`src/rtl/f32_to_f24_narrow.sv`:
```
module f32_to_f24_narrow #(
  parameter int EXP_W  = 8,
  parameter int SRC_FW = 23,
  parameter int DST_FW = 15,
  parameter bit REG_OUT = 1'b1
) (
  input  logic                       clk,
  input  logic                       rst_n,
  input  logic [EXP_W+SRC_FW:0]      src_val,
  input  logic                       rne_en,
  output logic [EXP_W+DST_FW:0]      res_val,
  output logic                       inexact,
  output logic                       ovf
);
  localparam int CUT   = SRC_FW - DST_FW;
  localparam int MAG_W = EXP_W + DST_FW;

  logic                 sgn;
  logic [EXP_W-1:0]     expo;
  logic [SRC_FW-1:0]    frac;
  logic [DST_FW-1:0]    keep;
  logic                 lsb_k, rnd_b, stk_b, rup;
  logic                 exp_max, is_nan, is_inf;
  logic [MAG_W-1:0]     mag_sum;
  logic [DST_FW-1:0]    nan_frac;
  logic [MAG_W:0]       nxt_res;
  logic                 nxt_inx, nxt_ovf;

  assign sgn   = src_val[EXP_W+SRC_FW];
  assign expo  = src_val[SRC_FW +: EXP_W];
  assign frac  = src_val[SRC_FW-1:0];
  assign keep  = frac[SRC_FW-1:CUT];
  assign lsb_k = frac[CUT];
  assign rnd_b = frac[CUT-1];
  assign stk_b = |frac[CUT-2:0];

  assign exp_max = &expo;
  assign is_nan  = exp_max && (frac != '0);
  assign is_inf  = exp_max && (frac == '0);

  assign rup      = rne_en & rnd_b & (stk_b | lsb_k);
  assign mag_sum  = {expo, keep} + {{(MAG_W-1){1'b0}}, rup};
  assign nan_frac = keep | {{(DST_FW-1){1'b0}}, (keep == '0)};

  always_comb begin
    if (is_nan) begin
      nxt_res = {sgn, expo, nan_frac};
      nxt_inx = 1'b0;
      nxt_ovf = 1'b0;
    end else if (is_inf) begin
      nxt_res = {sgn, expo, {DST_FW{1'b0}}};
      nxt_inx = 1'b0;
      nxt_ovf = 1'b0;
    end else begin
      nxt_res = {sgn, mag_sum};
      nxt_inx = |frac[CUT-1:0];
      nxt_ovf = &mag_sum[MAG_W-1:DST_FW];
    end
  end

  generate
    if (REG_OUT) begin : g_reg
      always_ff @(posedge clk) begin
        if (!rst_n) begin
          res_val <= '0;
          inexact <= 1'b0;
          ovf     <= 1'b0;
        end else begin
          res_val <= nxt_res;
          inexact <= nxt_inx;
          ovf     <= nxt_ovf;
        end
      end
    end else begin : g_comb
      assign res_val = nxt_res;
      assign inexact = nxt_inx;
      assign ovf     = nxt_ovf;
    end
  endgenerate

  AST_OVF_IS_INF: assert property (@(posedge clk) disable iff (!rst_n)
    ovf |-> (res_val[MAG_W-1:0] == {{EXP_W{1'b1}}, {DST_FW{1'b0}}}));
  AST_OVF_NEEDS_INEXACT: assert property (@(posedge clk) disable iff (!rst_n)
    ovf |-> inexact);
  AST_SPECIAL_EXACT: assert property (@(posedge clk) disable iff (!rst_n)
    ((&res_val[MAG_W-1:DST_FW]) && !ovf) |-> !inexact);
  AST_NAN_STAYS_NAN: assert property (@(posedge clk) disable iff (!rst_n)
    is_nan |-> (nxt_res[DST_FW-1:0] != '0));
  AST_RTZ_NO_OVF: assert property (@(posedge clk) disable iff (!rst_n)
    !rne_en |-> !nxt_ovf);
endmodule

```
`config.mk`:
```
export PLATFORM = sky130hd
export DESIGN_NAME = f32_to_f24_narrow
export DESIGN_NICKNAME = d
export VERILOG_FILES = /design/src/rtl/f32_to_f24_narrow.sv
export SDC_FILE = /design/constraint.sdc
export NUM_CORES = 1
export LEC_CHECK = 0
export BUFFER_PORTS_ARGS = -buffer_cell sky130_fd_sc_hd__buf_2
export CAP_MARGIN = 20
export CORE_ASPECT_RATIO = 0.75
export CORE_MARGIN = 2
export CORE_UTILIZATION = 35
export CTS_BUF_LIST = sky130_fd_sc_hd__clkbuf_16
export DETAILED_ROUTE_END_ITERATION = 10
export GPL_TIMING_DRIVEN = 0
export SYNTH_ARGS = -nofsm -noshare
export SYNTH_HDL_FRONTEND = slang
export SYNTH_SLANG_ARGS = --single-unit
```
`constraint.sdc`:
```
create_clock -name clk -period 2.3 [get_ports clk]
set_clock_uncertainty 0.1 [all_clocks]
set_input_delay 0.345 -clock clk [delete_from_list [all_inputs] [get_ports clk]]
set_output_delay 0.345 -clock clk [all_outputs]
set_load 0.05 [all_outputs]
```
Word-level counts from Yosys, hierarchy flattened

Index checks and enable logic that the tools add are counted.

$add $sub $neg: 1
Muxes and demuxes: 2
Bitwise gates (word level): 5
Reduce and logical (&&, ||, !) cells: 10

Operator list:

| cell                        | count |
|---|---|
| 2-to-1 mux 23 bit           | 2 |
| adder 23 x 1 -> 23 bit      | 1 |
| zero test 23 bit            | 1 |
| nonzero test 23 bit         | 1 |
| AND reduction 8 bit         | 2 |
| zero test 15 bit            | 1 |
| bitwise OR 15 x 1 -> 15 bit | 1 |
| OR reduction 8 bit          | 1 |
| OR reduction 7 bit          | 1 |
| OR reduction 3 bit          | 1 |
| bitwise AND 1 bit           | 2 |
| logical AND 1 bit           | 2 |
| inverter 1 bit              | 1 |
| bitwise OR 1 bit            | 1 |

Flip-flop bits (word level): 26
Bits of input ports: 35
Output and inout port bits: 26

Longest topological paths before layout

Depth in word-level cells: 6
Gate-level depth with buffers: 7

Worst setup path before layout

Ideal clock, no wire load.

Path kind: in2reg
Start: input port src_val[16]
End: register res_val[10]
Arrival time: 1649 ps
Data required time: 2073 ps
Setup slack: 424 ps
Stages: 5
Path buffers: 0
Path through: or4_2 -> nor4_1 -> nand4_1 -> o21ai_2 -> nor2_1

Word-level cells in the longest chain between the ends: 4

Ends and longest elaborated chain:

| item                                                                           | line | source |
|---|---|---|
| start: declaration                                                             | 9    | `input logic [EXP_W+SRC_FW:0] src_val,` |
| parallel branches: the longest is 3 deep, another holds adder 23 x 1 -> 23 bit | -    |  |
| 2-to-1 mux 23 bit *                                                            | 46   | `if (is_nan) begin` |
| end signal: assignment                                                         | 69   | `res_val <= nxt_res;` |
| end: declaration                                                               | 11   | `output logic [EXP_W+DST_FW:0] res_val,` |

Mark *: on every way between the ends.
A chain may end at the register's enable or synchronous reset.

Worst setup path after layout

Start: input port src_val[16]
End: register res_val[4]

Word-level cells in the longest chain between the ends: 4

Ends and longest elaborated chain:

| item                | line | source |
|---|---|---|
| zero test 23 bit    | 39   | `assign is_inf = exp_max && (frac == '0);` |
| logical AND 1 bit   | 39   |  |
| 2-to-1 mux 23 bit   | 50   | `end else if (is_inf) begin` |
| 2-to-1 mux 23 bit * | 46   |  |

Mark *: on every way between the ends. The rest lies on a longest branch, timed or not.

==> impl_metrics.py <==
metrics = {
    "logic_synthesis": {
        "synth_top_area_share_pct": 38.3,
        "synth_fp_nets": 194,
        "netlist-cell-type-count": 34,
        "yosys_warnings": 0,
        "synth_edf_count": 0,
        "yosys-top-cells-area": "dfxtp_1, xor2_1, nand2_1",
        "yosys-top-cells-count": "dfxtp_1, nand2_1, nor2_1, xor2_1, nand3_1",
        "yosysTopAreaCell": "dfxtp_1",
        "syn_area_sq_um": 1360,
        "synth_seq_cells": 26,
        "synthCells": 157,
        "synthFlopType": "dfxtp_1",
        "avgSynthCellArea_sq_um": 8.65,
        "ys_seq_area_share_pct": 38.3,
        "synth_most_common_cell": "dfxtp_1",
        "async_flop_share_pct": 0,
    },
    "setup_path": {
        "critPathBufInv": 1,
        "critical-path-slowest-cell": "or4_2",
        "crit_family": "simple AND/OR/NAND/NOR gates",
        "start_kind": "primary input",
        "crit_path_max_incr_delay_ns": 0.66,
        "crit_chain": "buf_2 > or4_2 > nor4_1 > nand4_1 > o21ai_2 > nor2_1",
        "critPathRequiredTime_ns": 2.34,
        "crit_type": "in2reg",
        "endpoint_kind": "flip-flop",
        "cp.arrival_ns": 1.97,
        "cp_max_fo": 9,
    },
    "finish": {
        "area_growth_pct": 34.3,
        "nets": 258,
        "fill_cells": 375,
        "instances_no_fill": 272,
        "diodes": 0,
        "drive_above_1_share_pct": 32.3,
        "finish.utilization_pct": 49.5,
    },
    "global_routing": {
        "track_usage_pct": 16.8,
        "grt-ovfl-total": 0,
        "grt_pass1_wl_microns": 5910,
        "antenna_found_initial": 0,
        "grt_pass1_vias": 1259,
        "grt_max_degree": 16,
    },
    "sta": {
        "drv_slew": 0,
        "max_freq_mhz": 518,
        "rsz0062_at_grt": "false",
        "hold_viol_final": 0,
        "finalSetupViolations": 0,
        "setup_tns_ns": 0,
        "worstMarginPinSlew_ns": 0.613,
        "period_share_pct": 83.9,
        "slew_headroom_pct": 58.7,
        "fin_crit_ns": 1.93,
    },
    "clock_tree": {
        "cts_sinks": 26,
        "cts-resized-gates": 0,
        "cts-buffers-inserted": 3,
        "htreeDepth": 1,
        "post-cts-setup-buffers": 0,
        "clockRootBuffer": "clkbuf_16",
        "cts_tree": "yes",
        "path_clk_slew_ns": 0.07,
        "postCtsHoldBufs": 0,
        "clk_path_buf_depth": 2,
    },
    "floorplanning": {
        "io_pins": 61,
        "start_util_pct": 36.9,
        "die-area_sq_um": 4400,
        "row_count": 19,
        "fp.dieW_microns": 75.9,
        "core-area_sq_um": 3680,
        "die_h_microns": 58.0,
    },
    "detailed_routing": {
        "vias_per_cell": 4.99,
        "routed_wl_microns": 3440,
        "remaining_drc_errors": 0,
        "vias": 1358,
        "wire_per_inst_microns": 12.6,
        "final_antenna_net_count": 0,
        "firstDrtPassIters": 4,
        "drt_iter0_drc": 57,
    },
    "status": {
        "status": "finished, final reports clean",
    },
    "power": {
        "powerDensity_nw_per_um2": 666,
        "power.leakage_nw": 0.796,
        "irDropWorstVdd_v": 0.000284,
    },
    "placed_design": {
        "io_buffers": 59,
        "finalWeightedCongestion": 0.862,
        "placedCellCount": 268,
        "post-dp-hpwl_microns": 2740,
    },
    "min_path": {
        "hp-class": "in2reg",
    },
    "flow_run": {
        "drv_cap": 0,
    },
}
-- path summary, 6_finish.rpt --
kind	from	endpoint	slack, ns	cells past startpoint
max	src_val[16]	res_val[4]	0.37	6
min	src_val[31]	res_val[23]	0.20	2
-- flip-flops by register name, summed over array words and instances (netlist names) --
| name | flops |
|---|---|
| ovf | 1 |
| res_val | 24 |
| inexact | 1 |
-- metal layers --
metal / wire, microns / vias to the layer above / GRT usage [%]
met3: 228 / 5 / 4.67
met1: 1650 / 604 / 22.9
met5: 0 / - / 0
li1: - / 700 / -
met2: 1500 / 49 / 25.9
met4: 51 / 0 / 5.97
-- layout make-up --
class | instances | area [sq um] | area share (%)
buffer | 3 | 11.3 | 0.617
clock buffer | 3 | 75.1 | 4.12
clock inverter | 1 | 30.0 | 1.65
inverter | 1 | 3.75 | 0.206
multi-input combinational | 127 | 823 | 45.1
sequential | 26 | 520 | 28.5
tap | 52 | 65.1 | 3.57
timing repair buffer | 59 | 295 | 16.2
-- layout by cell type, fill, tap and decap left out --
cell type / instances
or2_2: 1
nor2_1: 13
o21ai_2: 1
nand3_1: 10
or4_2: 1
inv_1: 1
mux2i_1: 2
dfxtp_1: 26
nand4_2: 1
nor3_1: 7
o21a_1: 1
clkbuf_1: 3
buf_2: 59
and3_1: 3
and4_2: 1
a31oi_1: 2
and2_0: 1
xor2_1: 13
o211a_1: 1
nor4_4: 1
and2_1: 6
and4_1: 3
nand4_1: 9
xnor2_1: 6
and3_2: 1
nand3b_1: 1
or4_1: 2
clkbuf_16: 3
o21ai_0: 5
nor4_1: 8
nand2b_1: 1
ha_1: 2
a21boi_0: 6
or2b_1: 1
nand2_1: 16
bufinv_16: 1
or4_4: 1
-- kinds of logic after synthesis --
group	count (synthesis)	synth area share, %
mux	2	1.47
xor+xnor	19	12.2
simple gates	88	37.0
buf+inv	4	1.10
fa+ha+maj	2	1.84
compound gates	16	8.01
flops	26	38.3
-- power by group --
| group | total (mW) | switching, mW | internal, mW |
|---|---|---|---|
| registers | 0.480 | 0.00487 | 0.475 |
| clock network | 0.502 | 0.156 | 0.346 |
| logic | 0.233 | 0.166 | 0.0674 |
| total | 1.22 | 0.327 | 0.888 |
-- per-stage QoR --
step                      cell area, sq um  total power [mW]  setup slack, ns  hold WS [ns]
after floorplan                       1360             0.634            0.424         0.369
after global placement                1720             0.722           0.0854         0.457
after detailed placement              1720             0.722           0.0858         0.468
after CTS                             1820              1.22            0.356         0.198
after global routing                  1820              1.27            0.198         0.210
final                                 1820              1.22            0.370         0.202
(Power assumes the default switching activity.)
